`config.mk`:
```
export PLATFORM = sky130hd
export DESIGN_NAME = wdog_timer
export DESIGN_NICKNAME = d
export VERILOG_FILES = /design/src/rtl/wdog_pkg.sv /design/src/rtl/wdog_tick_gen.sv /design/src/rtl/wdog_down_count.sv /design/src/rtl/wdog_reset_stretch.sv /design/src/rtl/wdog_timer.sv
export SDC_FILE = /design/constraint.sdc
export NUM_CORES = 1
export LEC_CHECK = 0
export BUFFER_PORTS_ARGS = -buffer_cell sky130_fd_sc_hd__buf_4
export CAP_MARGIN = 20
export CORE_AREA = 4 4 86 88
export CTS_BUF_LIST = sky130_fd_sc_hd__clkbuf_4
export CTS_CLUSTER_SIZE = 25
export DETAILED_ROUTE_END_ITERATION = 8
export DIE_AREA = 0 0 90 92
export PLACE_DENSITY_LB_ADDON = 0.3
export SYNTH_ARGS = -nofsm -noshare
export SYNTH_HDL_FRONTEND = slang
export SYNTH_SLANG_ARGS = --single-unit
export TNS_END_PERCENT = 100
```
`constraint.sdc`:
```
create_clock -name clk -period 4.7 [get_ports clk]
set_input_delay 0.94 -clock clk [delete_from_list [all_inputs] [get_ports clk]]
set_output_delay 0.94 -clock clk [all_outputs]
set_load 0.01 [all_outputs]
```
`src/rtl/wdog_pkg.sv`:
```
package wdog_pkg;
  localparam int PSC_W  = 8;
  localparam int SEL_W  = 2;
  localparam int CNT_W  = 16;
  localparam int DATA_W = 16;
  localparam int POST_W = 8;

  localparam logic [3:0] ADDR_CTRL   = 4'h0;
  localparam logic [3:0] ADDR_RELOAD = 4'h4;
  localparam logic [3:0] ADDR_COUNT  = 4'h8;

  typedef struct packed {
    logic [PSC_W-1:0] psc;
    logic [SEL_W-1:0] sel;
    logic             rst_en;
    logic             irq_en;
    logic             run;
  } wdog_ctrl_t;

  function automatic logic [DATA_W-1:0] ctrl_pack(wdog_ctrl_t c);
    return {c.psc, 3'b000, c.sel, c.rst_en, c.irq_en, c.run};
  endfunction

  function automatic wdog_ctrl_t ctrl_unpack(logic [DATA_W-1:0] w);
    wdog_ctrl_t c;
    c.psc    = w[15:8];
    c.sel    = w[4:3];
    c.rst_en = w[2];
    c.irq_en = w[1];
    c.run    = w[0];
    return c;
  endfunction

  // Last value of the post-divider phase: (16 << sel) - 1
  function automatic logic [POST_W-1:0] post_last(logic [SEL_W-1:0] sel);
    logic [POST_W:0] span;
    span = (POST_W+1)'(16) << sel;
    return POST_W'(span - 1'b1);
  endfunction
endpackage

```
`src/rtl/wdog_tick_gen.sv`:
```
module wdog_tick_gen
  import wdog_pkg::*;
(
  input  logic              clk,
  input  logic              rst_n,
  input  logic              run,
  input  logic              clear,
  input  logic [PSC_W-1:0]  psc,
  input  logic [POST_W-1:0] post_lim,
  output logic              tick
);
  logic [PSC_W-1:0]  pre_cnt;
  logic [POST_W-1:0] post_cnt;
  logic              pre_hit;

  assign pre_hit = run && !clear && (pre_cnt == psc);
  assign tick    = pre_hit && (post_cnt == post_lim);

  always_ff @(posedge clk or negedge rst_n) begin
    if (!rst_n) begin
      pre_cnt  <= '0;
      post_cnt <= '0;
    end else if (clear || !run) begin
      pre_cnt  <= '0;
      post_cnt <= '0;
    end else if (pre_hit) begin
      pre_cnt  <= '0;
      post_cnt <= (post_cnt == post_lim) ? '0 : post_cnt + 1'b1;
    end else begin
      pre_cnt  <= pre_cnt + 1'b1;
    end
  end
endmodule

```
`src/rtl/wdog_down_count.sv`:
```
module wdog_down_count
  import wdog_pkg::*;
#(
  parameter logic [CNT_W-1:0] INIT = 16'h8000
) (
  input  logic             clk,
  input  logic             rst_n,
  input  logic             run,
  input  logic             tick,
  input  logic             load,
  input  logic [CNT_W-1:0] load_val,
  input  logic [CNT_W-1:0] reload_val,
  output logic [CNT_W-1:0] count,
  output logic             expire
);
  assign expire = run && tick && !load && (count == '0);

  always_ff @(posedge clk or negedge rst_n) begin
    if (!rst_n)              count <= INIT;
    else if (load)           count <= load_val;
    else if (run && tick)    count <= (count == '0) ? reload_val : count - 1'b1;
  end
endmodule

```
`src/rtl/wdog_reset_stretch.sv`:
```
module wdog_reset_stretch #(
  parameter int LEN = 128,
  localparam int LW = $clog2(LEN + 1)
) (
  input  logic clk,
  input  logic rst_n,
  input  logic trig,
  output logic active
);
  logic [LW-1:0] remain;

  assign active = (remain != '0);

  always_ff @(posedge clk or negedge rst_n) begin
    if (!rst_n)       remain <= '0;
    else if (trig)    remain <= LW'(LEN);
    else if (active)  remain <= remain - 1'b1;
  end
endmodule

```
`src/rtl/wdog_timer.sv`:
```
module wdog_timer
  import wdog_pkg::*;
#(
  parameter int               RST_LEN  = 128,
  parameter logic [CNT_W-1:0] CNT_INIT = 16'h8000,
  parameter logic [PSC_W-1:0] PSC_INIT = 8'h80
) (
  input  logic              clk,
  input  logic              rst_n,
  input  logic [3:0]        bus_addr,
  input  logic              bus_we,
  input  logic [DATA_W-1:0] bus_wdata,
  output logic [DATA_W-1:0] bus_rdata,
  output logic              irq_pulse,
  output logic              rst_pulse
);
  wdog_ctrl_t       ctrl_q;
  logic [CNT_W-1:0] reload_q;
  logic [CNT_W-1:0] count_w;
  logic             wr_ctrl, wr_reload, wr_count;
  logic             tick_w, expire_w;
  logic             irq_q;

  assign wr_ctrl   = bus_we && (bus_addr == ADDR_CTRL);
  assign wr_reload = bus_we && (bus_addr == ADDR_RELOAD);
  assign wr_count  = bus_we && (bus_addr == ADDR_COUNT);

  always_ff @(posedge clk or negedge rst_n) begin
    if (!rst_n) begin
      ctrl_q   <= '{psc: PSC_INIT, sel: '0, rst_en: 1'b0, irq_en: 1'b0, run: 1'b0};
      reload_q <= CNT_INIT;
      irq_q    <= 1'b0;
    end else begin
      if (wr_ctrl)   ctrl_q   <= ctrl_unpack(bus_wdata);
      if (wr_reload) reload_q <= bus_wdata[CNT_W-1:0];
      irq_q <= expire_w && ctrl_q.irq_en;
    end
  end

  wdog_tick_gen u_tick (
    .clk(clk), .rst_n(rst_n), .run(ctrl_q.run), .clear(wr_ctrl),
    .psc(ctrl_q.psc), .post_lim(post_last(ctrl_q.sel)), .tick(tick_w)
  );

  wdog_down_count #(.INIT(CNT_INIT)) u_count (
    .clk(clk), .rst_n(rst_n), .run(ctrl_q.run), .tick(tick_w),
    .load(wr_count), .load_val(bus_wdata[CNT_W-1:0]), .reload_val(reload_q),
    .count(count_w), .expire(expire_w)
  );

  wdog_reset_stretch #(.LEN(RST_LEN)) u_rst (
    .clk(clk), .rst_n(rst_n), .trig(expire_w && ctrl_q.rst_en), .active(rst_pulse)
  );

  always_comb begin
    case (bus_addr)
      ADDR_CTRL:   bus_rdata = ctrl_pack(ctrl_q);
      ADDR_RELOAD: bus_rdata = reload_q;
      ADDR_COUNT:  bus_rdata = count_w;
      default:     bus_rdata = '0;
    endcase
  end

  assign irq_pulse = irq_q;
endmodule

```
* Yosys cells after proc, flatten, opt, wreduce, memory -nomap -nowiden
Index checks and enable logic that the tools add are counted.
** Storage, ports and cells
- Register bits after elaboration :: 70
- Output and inout port bits :: 18
** Cells by class
- Add/subtract/negate cells :: 5
- Equal/unequal tests :: 4
- Shifts and indexed selects :: 1
- Multiplexer cells :: 11
- Reductions and logical operators :: 21
** Operators by type and width (number)
- 8-bit 2-to-1 mux :: 7
- 16-bit 2-to-1 mux :: 3
- 16-bit case mux with 3 select lines :: 1
- 8-bit by 1-bit adder with 8-bit output (second input constant) :: 2
- 8-bit equality test :: 2
- 16-bit logical NOT :: 1
- 16-bit by 1-bit subtractor with 16-bit output (second input constant) :: 1
- 8-bit by 1-bit subtractor with 8-bit output (second input constant) :: 2
- 1-bit logical AND :: 11
- 8-bit nonzero test :: 1
- 5-bit by 2-bit left shift with 8-bit output (first input constant) :: 1
- 2-bit nonzero test :: 3
- 4-bit by 3-bit equality test with 1-bit output (second input constant) :: 1
- 4-bit equality test (second input constant) :: 1
- 4-bit logical NOT :: 1
- 1-bit logical NOT :: 3
- 1-bit logical OR :: 1

* Depth between registers and ports, before layout
Gate-level depths: netlist of run 1.
- Depth in word-level cells :: 11
- Depth in mapped cells :: 10

* By module
Synthesis of run 1 repeated with hierarchy kept, for this count alone.
** Second synthesis, totals
- Cells, all modules :: 454
- Area total of the unflattened synthesis :: 4493.1 µm²
** Modules (own cells, without submodules)
- wdog_timer :: times used 1, cells each 120, area each 1541.5 µm²
- wdog_down_count :: times used 1, cells each 169, area each 1333.8 µm²
- wdog_tick_gen :: times used 1, cells each 117, area each 1164.9 µm²
- wdog_reset_stretch :: times used 1, cells each 48, area each 452.9 µm²

* Least setup slack after synthesis of run 1
OpenSTA, ideal clock, no wires.
- Path type :: input to output
- Start :: input port bus_addr[1]
- End :: output port bus_rdata[0]
- Data arrival time :: 2.011 ns
- Required time :: 3.760 ns
- Slack :: 1.749 ns
- Cell stages on the path :: 4
- Cell sequence :: nor4b_2 clkbuf_1 a222oi_1 inv_1
** On the way
- Cells in the longest elaborated chain, start to end :: 2
** RTL lines
- start: declaration :: RTL line wdog_timer.sv:10 : input logic [3:0] bus_addr,
- 4-bit equality test (tied with other cells) :: RTL line wdog_timer.sv:56 : case (bus_addr)
- 16-bit case mux with 3 select lines (*) :: RTL line wdog_timer.sv:56
- end: declaration :: RTL line wdog_timer.sv:13 : output logic [DATA_W-1:0] bus_rdata,
Every way passes the cells marked *; elsewhere a longest branch is shown, timed or not.

* Worst setup path in the final report of run 1
- Start :: input port bus_addr[1]
- End :: output port bus_rdata[15]
Same word-level chain as after synthesis.

==> impl_metrics.env, run 1 <==
export IMPL_dp_slack_ns=1.29
export IMPL_drv_cap=0
export IMPL_p_switching_mw=0.464
export IMPL_antenna_found_initial=0
export IMPL_synth_cell_types=58
export IMPL_period_share_pct=73.4
export IMPL_yosys_top_cells_area="dfrtp_1, mux2_2, nor2_1, xnor2_1, a222oi_1"
export IMPL_yosys_warnings=0
export IMPL_drt_iter0_drc=298
export IMPL_clk_latency_ns=0.42
export IMPL_start_kind="input port"
export IMPL_cts_sinks=70
export IMPL_clk_pin_slew_ns=0.11
export IMPL_grt_max_degree=71
export IMPL_synth_seq_area_share_pct=45.4
export IMPL_first_pass_iters=5
export IMPL_clock_power_share_pct=26.0
export IMPL_powerDensity_nw_per_um2=340
export IMPL_io_pins=41
export IMPL_cp_common_cell="buf_4"
export IMPL_peakVddDrop_mv=0.208
export IMPL_cts_tree="yes"
export IMPL_wl_per_cell_um=17.7
export IMPL_slew_headroom_pct=27.3
export IMPL_async_flop_share_pct=100
export IMPL_min_delay_start="u_tick.post_cnt[1]"
export IMPL_tightest_slew_ns=1.09
export IMPL_slew_viol_final=0
export IMPL_synth_seq_cells=70
export IMPL_crit_family="simple AND/OR/NAND/NOR gates"
export IMPL_synthCells=390
export IMPL_drc=0
export IMPL_track_usage_pct=22.9
export IMPL_p_int_mw=1.01
export IMPL_timing_critical_path_arrival_ns=2.51
export IMPL_startpoint="bus_addr[1]"
export IMPL_critPathRequiredTime_ns=3.76
export IMPL_rsz0062_at_grt="false"
export IMPL_hold_buffers=0
export IMPL_cts_max_level=3
export IMPL_diodes=0
export IMPL_hold_slack_ns=0.522
export IMPL_postLayoutSetupSlackWorst_ns=1.25
export IMPL_switching_share_pct=31.4
export IMPL_overflow=0
export IMPL_dp_cells=494
export IMPL_synth_edf_count=0
export IMPL_critPathCaptureType="primary output"
export IMPL_post_cts_resized=0
export IMPL_area_delta_synth_final_pct=12.3
export IMPL_start_util_pct=58.2
export IMPL_grt_pass1_vias=3182
export IMPL_setup_viol=0
export IMPL_via_per_inst=6.25
export IMPL_worst_setup_path_type="input port to primary output"
export IMPL_finClkSkew_ns=0.0130
export IMPL_synth_most_common_cell="dfrtp_1"
export IMPL_finalHoldViolCount=0
export IMPL_tns_ns=0
export IMPL_core_area_um2=6640
export IMPL_fin_area_um2=4340
export IMPL_comb_power_share_pct=19.1
export IMPL_grt_pass1_wl_um=15400
export IMPL_hold_path_class="flop to flop"
export IMPL_max_stage_delay_ns=0.94
export IMPL_cts_buffers=9
export IMPL_path_max_fanout=18
export IMPL_max_freq_mhz=290
export IMPL_critPathSlowestCell="nor4b_4"
export IMPL_routed_via_count=3187
export IMPL_final_nets=452
export IMPL_layout_cells_non_filler=510
export IMPL_post_cts_buffers=0
export IMPL_status="finished, final reports clean"
export IMPL_p_seq_share_pct=54.9
export IMPL_ant_nets=0
export IMPL_clk_path_buf_depth=2
export IMPL_numPortBuffers=40
export IMPL_rows=30
export IMPL_hpwlAfterDp_um=6120
export IMPL_placed_area_um2=4210
export IMPL_wl_um=9040
export IMPL_root_buffer="clkbuf_4"
export IMPL_syn_num_nets=417
export IMPL_finalPower_mw=1.48
export IMPL_dieWidth_um=90
export IMPL_utilization_pct=65.4
export IMPL_syn_area_um2=3870
export IMPL_dieArea_um2=8280
export IMPL_yosysTopAreaCell="dfrtp_1"
export IMPL_critPathBufInv=3
export IMPL_period_needed_ns=3.45
export IMPL_gp_congestion=0.837
export IMPL_synth_top_area_share_pct=43.4
export IMPL_regToRegStartpoint="u_count.count[0]"
export IMPL_p_leak_nw=1.99
export IMPL_synth_area_per_cell_um2=9.92
export IMPL_crit_path_cell_trace="buf_4, nor4b_4, a222oi_1, inv_1, buf_4"
export IMPL_layout_drive_gt1_share_pct=24.7
export IMPL_yosys_top_cells_count="dfrtp_1, nor2_1, nand2_1"
export IMPL_synth_top_flop_cell="dfrtp_1"
export IMPL_die_y_um=92
## power by group through the flow
stage	clock network, mW	registers (mW)	logic, mW
after floorplan	0	0.775	0.213
after global placement	0	0.812	0.271
after detailed placement	0	0.819	0.282
after CTS	0.389	0.808	0.285
after global routing	0.424	0.825	0.320
final	0.384	0.812	0.283
## area by class of cell
cell class                 instances  area [um^2]
clock buffer                      11         82.6
timing repair buffer              43          323
clock inverter                     5         50.0
multi-input combinational        282         1960
fill                             559         2300
tap                               80          100
sequential                        70         1760
inverter                          19         71.3
## flip-flops by register name, indices dropped and copies added (netlist names)
| name | flops |
|---|---|
| ctrl_q | 13 |
| u_rst.remain | 8 |
| u_tick.pre_cnt | 8 |
| u_count.count | 16 |
| reload_q | 16 |
| irq_pulse | 1 |
| u_tick.post_cnt | 8 |
## logic make-up (layout without fill, tap and decap cells)
group,count (synthesis),after routing,synth area share [%]
AND/OR/NAND/NOR,146,146,20.5
AO/OA/AOI/OAI,72,72,13.4
flip-flops,70,70,45.4
buffers and inverters,38,78,3.88
multiplexers,31,31,8.96
XOR/XNOR,29,29,6.57
adder cells (fa/ha/maj),4,4,1.29
## worst paths after layout
check	slack, ns	cells after the start	to
setup / recovery	1.25	5	bus_rdata[15]
hold / removal	0.52	2	u_tick.post_cnt[1]
setup reg to reg	1.75	8	u_count.count[13]
hold reg to reg	0.52	2	u_tick.post_cnt[1]
max in group asynchronous	3.53	1	u_tick.pre_cnt[6]
min in group asynchronous	0.61	1	u_rst.remain[7]
## metal layers
metal | GRT usage, % | vias to the layer above | part of all wire [%]
li1 | - | 1489 | -
met1 | 31.1 | 1567 | 44
met2 | 36.8 | 120 | 49
met3 | 4.35 | 11 | 6.5
met4 | 8.55 | 0 | 1.3
met5 | 0 | - | 0
## cell usage in the layout (no fill, tap or decap), types with 4 or more instances in the layout
cell type	count
a21oi_1	4
nand2_1	33
nor2_1	39
xnor2_1	16
and3_1	8
clkinv_2	4
a222oi_1	13
o211ai_1	8
nor4_1	5
nand4_1	4
nor3_1	7
xor2_1	13
ha_1	4
buf_4	43
a31oi_1	9
dfrtp_1	67
o21ai_0	20
or4_1	4
inv_1	19
nand3_1	17
clkbuf_4	11
mux2_2	29
nor3b_1	4
## tightest hold or removal path: cells and delay by family (launching register included)
| kind | cells | cell delay [ns] |
|---|---|---|
| DFF | 1 | 0.38 |
| AOI/OAI and AO/OA | 1 | 0.06 |
| and+or+nand+nor | 1 | 0.05 |
Power figures use the tool's default switching activity.
==> run 2, diff against run 1 <==
Clock period 4.7 ns to 3.45 ns, I/O delays scaled along.
==> impl_metrics.env, run 2 (synthesized netlist as in run 1, its figures left out) <==
export IMPL_status="finished, final reports clean"
export IMPL_final_common_cell="dfrtp_1"
export IMPL_grt_pass1_vias=3154
export IMPL_cts_tree="yes"
export IMPL_overflow=0
export IMPL_rsz0062_at_grt="false"
export IMPL_p_leak_nw=2.02
export IMPL_start_util_pct=58.2
export IMPL_clk_path_buf_depth=2
export IMPL_setup_viol=0
export IMPL_nFillCells=523
export IMPL_max_stage_delay_ns=0.53
export IMPL_grtUsageMet1_pct=31.7
export IMPL_ant_nets=0
export IMPL_wl_per_cell_um=18.0
export IMPL_post_cts_buffers=0
export IMPL_peakVddDrop_mv=0.280
export IMPL_final_nets=456
export IMPL_slew_headroom_pct=42.0
export IMPL_post_cts_resized=0
export IMPL_drc=0
export IMPL_finalHoldViolCount=0
export IMPL_wl_um=9270
export IMPL_slew_viol_final=0
export IMPL_die_y_um=92
export IMPL_powerDensity_nw_per_um2=490
export IMPL_regToRegSetupSlack_ns=0.53
export IMPL_hpwlAfterDp_um=6430
export IMPL_period_share_pct=84.6
export IMPL_grt_use_met2_pct=38.2
export IMPL_critPathRequiredTime_ns=3.73
export IMPL_cts_max_level=3
export IMPL_tightest_slew_ns=0.871
export IMPL_area_delta_synth_final_pct=14.3
export IMPL_finClkSkew_ns=0.0110
export IMPL_regToRegStartpoint="u_count.count[0]"
export IMPL_diodes=0
export IMPL_tns_ns=0
export IMPL_cts_sinks=70
export IMPL_io_pins=41
export IMPL_hold_buffers=0
export IMPL_grt_max_degree=71
export IMPL_drt_iter0_drc=371
export IMPL_layout_drive_gt1_share_pct=25.1
export IMPL_rows=30
export IMPL_r2r_cells=8
export IMPL_critPathCaptureType="flop"
export IMPL_drv_cap=0
export IMPL_period_needed_ns=2.92
export IMPL_finalPower_mw=2.17
export IMPL_dieArea_um2=8280
export IMPL_critPathSlowestCell="or4b_4"
export IMPL_track_usage_pct=23.6
export IMPL_crit_path_cell_trace="inv_1, ha_1, or4b_4, nor3_4, nand3_1, mux2_2, mux2i_1, o21ai_0"
export IMPL_gp_congestion=0.881
export IMPL_busiest_layer="met2"
export IMPL_grt_use_met3_pct=4.18
export IMPL_timing_critical_path_arrival_ns=3.20
export IMPL_worst_setup_path_type="flop to flop"
export IMPL_multi_input_area_um2=1960
export IMPL_seq_area_um2=1760
export IMPL_antenna_found_initial=0
export IMPL_numPortBuffers=40
export IMPL_hold_path_class="input port to asynchronous set/reset pin"
export IMPL_dieWidth_um=90
export IMPL_max_freq_mhz=343
export IMPL_clk_latency_ns=0.42
export IMPL_worstReg2RegEnd="u_count.count[13]"
export IMPL_routed_via_count=3221
export IMPL_cts_buffers=9
export IMPL_grt_pass1_wl_um=15800
export IMPL_clk_pin_slew_ns=0.12
export IMPL_top_regs="reload_q (16), u_count.count (16), ctrl_q (13)"
export IMPL_core_area_um2=6640
export IMPL_first_pass_iters=5
export IMPL_path_max_fanout=16
export IMPL_start_kind="flop"
export IMPL_final_cell_mix="dfrtp_1, buf_4, nor2_1"
export IMPL_via_per_inst=6.27
export IMPL_root_buffer="clkbuf_4"
run 2: cell count changes in the layout (fill, tap and decap cells not counted), sizes merged:
| cell | before | now |
|---|---|---|
| clkbuf | 11 | 9 |
| buf | 43 | 47 |
| bufinv | 1 | 3 |
run 2: worst max-delay path: cells and delay by family (launching register included):
family | cells | cell delay, ns
mux | 2 | 0.58
flops | 1 | 0.49
fa+ha+maj | 1 | 0.22
buf+inv | 1 | 0.12
simple gates | 3 | 1.29
compound gates | 1 | 0.08
run 2: stage by stage:
stage          hold WS, ns  instance area (um^2)  setup WS (ns)  std cells  util, %
2_1_floorplan        0.394                  3870          0.999        390        -
3_3_place_gp         0.488                  4240          0.631        498     63.8
3_5_place_dp         0.501                  4240          0.586        498     63.8
4_1_cts              0.412                  4420          0.572        514     66.6
5_1_grt              0.422                  4420          0.388        514     66.6
6_report             0.365                  4420          0.532        514     66.6
run 2: power by group:
part           leakage [nW]  switching (mW)  internal, mW
Combinational          1.05           0.184         0.207
Clock                0.0973           0.305         0.363
Sequential            0.873           0.162         0.947
run 2: layout make-up:
class	count	share of cell area, %
flip-flops and latches	70	39.7
repair buffers	47	7.98
inverters	19	1.61
multi-input cells	282	44.4
clock inverters	7	2.55
well taps	80	2.26
clock buffers	9	1.53
run 2: worst max path at each step:
stage                startpoint                 to  slack [ns]  cells after the start
2_1_floorplan       bus_addr[1]       bus_rdata[0]         1.0                      4
3_3_place_gp   u_count.count[0]  u_count.count[13]        0.63                      8
3_5_place_dp   u_count.count[0]  u_count.count[13]        0.59                      8
4_1_cts        u_count.count[0]  u_count.count[13]        0.57                      8
5_1_grt        u_count.count[0]  u_count.count[13]        0.39                      8
6_report       u_count.count[0]  u_count.count[13]        0.53                      8
run 2: routing by layer:
layer  routed length, um  part of all wire [%]  up-vias
li1                    -                     -     1494
met4                 146                   1.6        0
met3                 656                   7.1       17
met2                4490                    48      131
met5                   0                     0        -
met1                3980                    43     1579
==> run 3, diff against run 2 <==
Clock period 3.45 ns to 2.91 ns, I/O delays scaled along.
==> impl_metrics.env, run 3 (synthesized netlist as in run 1, its figures left out) <==
export IMPL_nFillCells=562
export IMPL_cts_max_level=3
export IMPL_path_max_fanout=9
export IMPL_crit_family="simple AND/OR/NAND/NOR gates"
export IMPL_finClkSkew_ns=0.00947
export IMPL_critPathCaptureType="flop"
export IMPL_drt_iter0_drc=323
export IMPL_multi_input_area_um2=1960
export IMPL_clk_path_buf_depth=2
export IMPL_drv_cap=0
export IMPL_r2r_cells=9
export IMPL_root_buffer="clkbuf_4"
export IMPL_worst_setup_path_type="flop to flop"
export IMPL_diodes=0
export IMPL_hold_buffers=0
export IMPL_hold_slack_ns=0.238
export IMPL_post_cts_buffers=0
export IMPL_timing_critical_path_arrival_ns=2.96
export IMPL_grt_use_met2_pct=36.3
export IMPL_dieWidth_um=90
export IMPL_critPathBufInv=2
export IMPL_grt_use_met3_pct=5.00
export IMPL_area_delta_synth_final_pct=14.1
export IMPL_wl_per_cell_um=17.4
export IMPL_clk_pin_slew_ns=0.12
export IMPL_p_leak_nw=2.02
export IMPL_grt_pass1_vias=3094
export IMPL_io_pins=41
export IMPL_grt_pass1_wl_um=15300
export IMPL_slew_headroom_pct=42.2
export IMPL_core_area_um2=6640
export IMPL_via_per_inst=6.17
export IMPL_regToRegStartpoint="u_count.count[0]"
export IMPL_setup_viol=0
export IMPL_die_y_um=92
export IMPL_layout_drive_gt1_share_pct=25.2
export IMPL_crit_path_cell_trace="inv_1, ha_1, or4b_4, nor3_4, nand3_1, buf_4, nand2_1, o211ai_1, a31oi_1"
export IMPL_drc=0
export IMPL_final_nets=458
export IMPL_tightest_slew_ns=0.866
export IMPL_wl_um=8990
export IMPL_critPathRequiredTime_ns=3.27
export IMPL_numPortBuffers=40
export IMPL_finalHoldViolCount=0
export IMPL_cp_endpoint="u_count.count[3]"
export IMPL_final_cell_mix="dfrtp_1, buf_4, nor2_1"
export IMPL_track_usage_pct=23.1
export IMPL_regToRegSetupSlack_ns=0.31
export IMPL_worstReg2RegEnd="u_count.count[3]"
export IMPL_cts_tree="yes"
export IMPL_first_pass_iters=5
export IMPL_start_kind="flop"
export IMPL_top_regs="reload_q (16), u_count.count (16), ctrl_q (13)"
export IMPL_seq_area_um2=1760
export IMPL_grtUsageMet1_pct=30.9
export IMPL_tns_ns=0
export IMPL_max_freq_mhz=385
export IMPL_powerDensity_nw_per_um2=561
export IMPL_post_cts_resized=0
export IMPL_grt_max_degree=71
export IMPL_start_util_pct=58.2
export IMPL_routed_via_count=3184
export IMPL_critPathSlowestCell="or4b_4"
export IMPL_clk_latency_ns=0.44
export IMPL_rsz0062_at_grt="false"
export IMPL_antenna_found_initial=0
export IMPL_hpwlAfterDp_um=6360
export IMPL_cts_buffers=9
export IMPL_cts_sinks=70
export IMPL_dieArea_um2=8280
export IMPL_status="finished, final reports clean"
export IMPL_startpoint="u_count.count[0]"
export IMPL_period_share_pct=89.2
export IMPL_busiest_layer="met2"
export IMPL_period_needed_ns=2.60
export IMPL_slew_viol_final=0
export IMPL_ant_nets=0
export IMPL_rows=30
export IMPL_max_stage_delay_ns=0.51
export IMPL_gp_congestion=0.868
export IMPL_peakVddDrop_mv=0.314
export IMPL_final_common_cell="dfrtp_1"
export IMPL_overflow=0
export IMPL_hold_path_class="input port to asynchronous set/reset pin"
export IMPL_critical_path_depth=9
[run 3: stage by stage]
stage / setup slack (ns) / power, mW / area (um^2) / utilization (%) / instances
6_report: 0.314 / 2.48 / 4410 / 66.4 / 516
5_1_grt: 0.153 / 2.62 / 4410 / 66.4 / 516
4_1_cts: 0.367 / 2.49 / 4410 / 66.4 / 516
3_5_place_dp: 0.292 / 1.79 / 4260 / 64.1 / 500
3_3_place_gp: 0.416 / 1.76 / 4260 / 64.1 / 500
2_1_floorplan: 0.549 / 1.59 / 3870 / - / 390
[run 3: worst min path at each step]
stage | start | end | slack [ns] | cells after the start
after detailed placement | u_tick.post_cnt[0] | u_tick.post_cnt[0] | 0.51 | 1
after global placement | u_tick.post_cnt[1] | u_tick.post_cnt[1] | 0.49 | 2
final | rst_n | u_rst.remain[4] | 0.24 | 1
after CTS | rst_n | u_rst.remain[4] | 0.27 | 1
after global routing | rst_n | u_rst.remain[6] | 0.30 | 1
after floorplan | rst_n | ctrl_q[0] | 0.29 | 0
[run 3: routing by layer]
metal,vias up,wire length (um)
met3,13,400
met4,0,120
li1,1507,-
met5,-,0
met1,1585,4090
met2,79,4370
[run 3: where the power goes]
group	switching, mW	internal (mW)
clock network	0.364	0.342
logic	0.215	0.246
registers	0.188	1.12
total	0.766	1.71
[run 3: worst register-to-register path, delay by kind of cell (launching register included)]
| family | cells | cell delay (ns) |
|---|---|---|
| and+or+nand+nor | 4 | 1.20 |
| DFF | 1 | 0.47 |
| buffers and inverters | 2 | 0.38 |
| AOI/OAI and AO/OA | 2 | 0.30 |
| adders and majority gates | 1 | 0.19 |
[run 3: final cells by class]
cell class,instances,area share [%]
clock buffer,9,1.53
clock inverter,7,2.01
inverter,19,1.62
multi-input combinational,282,44.5
sequential,70,39.8
tap,80,2.27
timing repair buffer,49,8.34
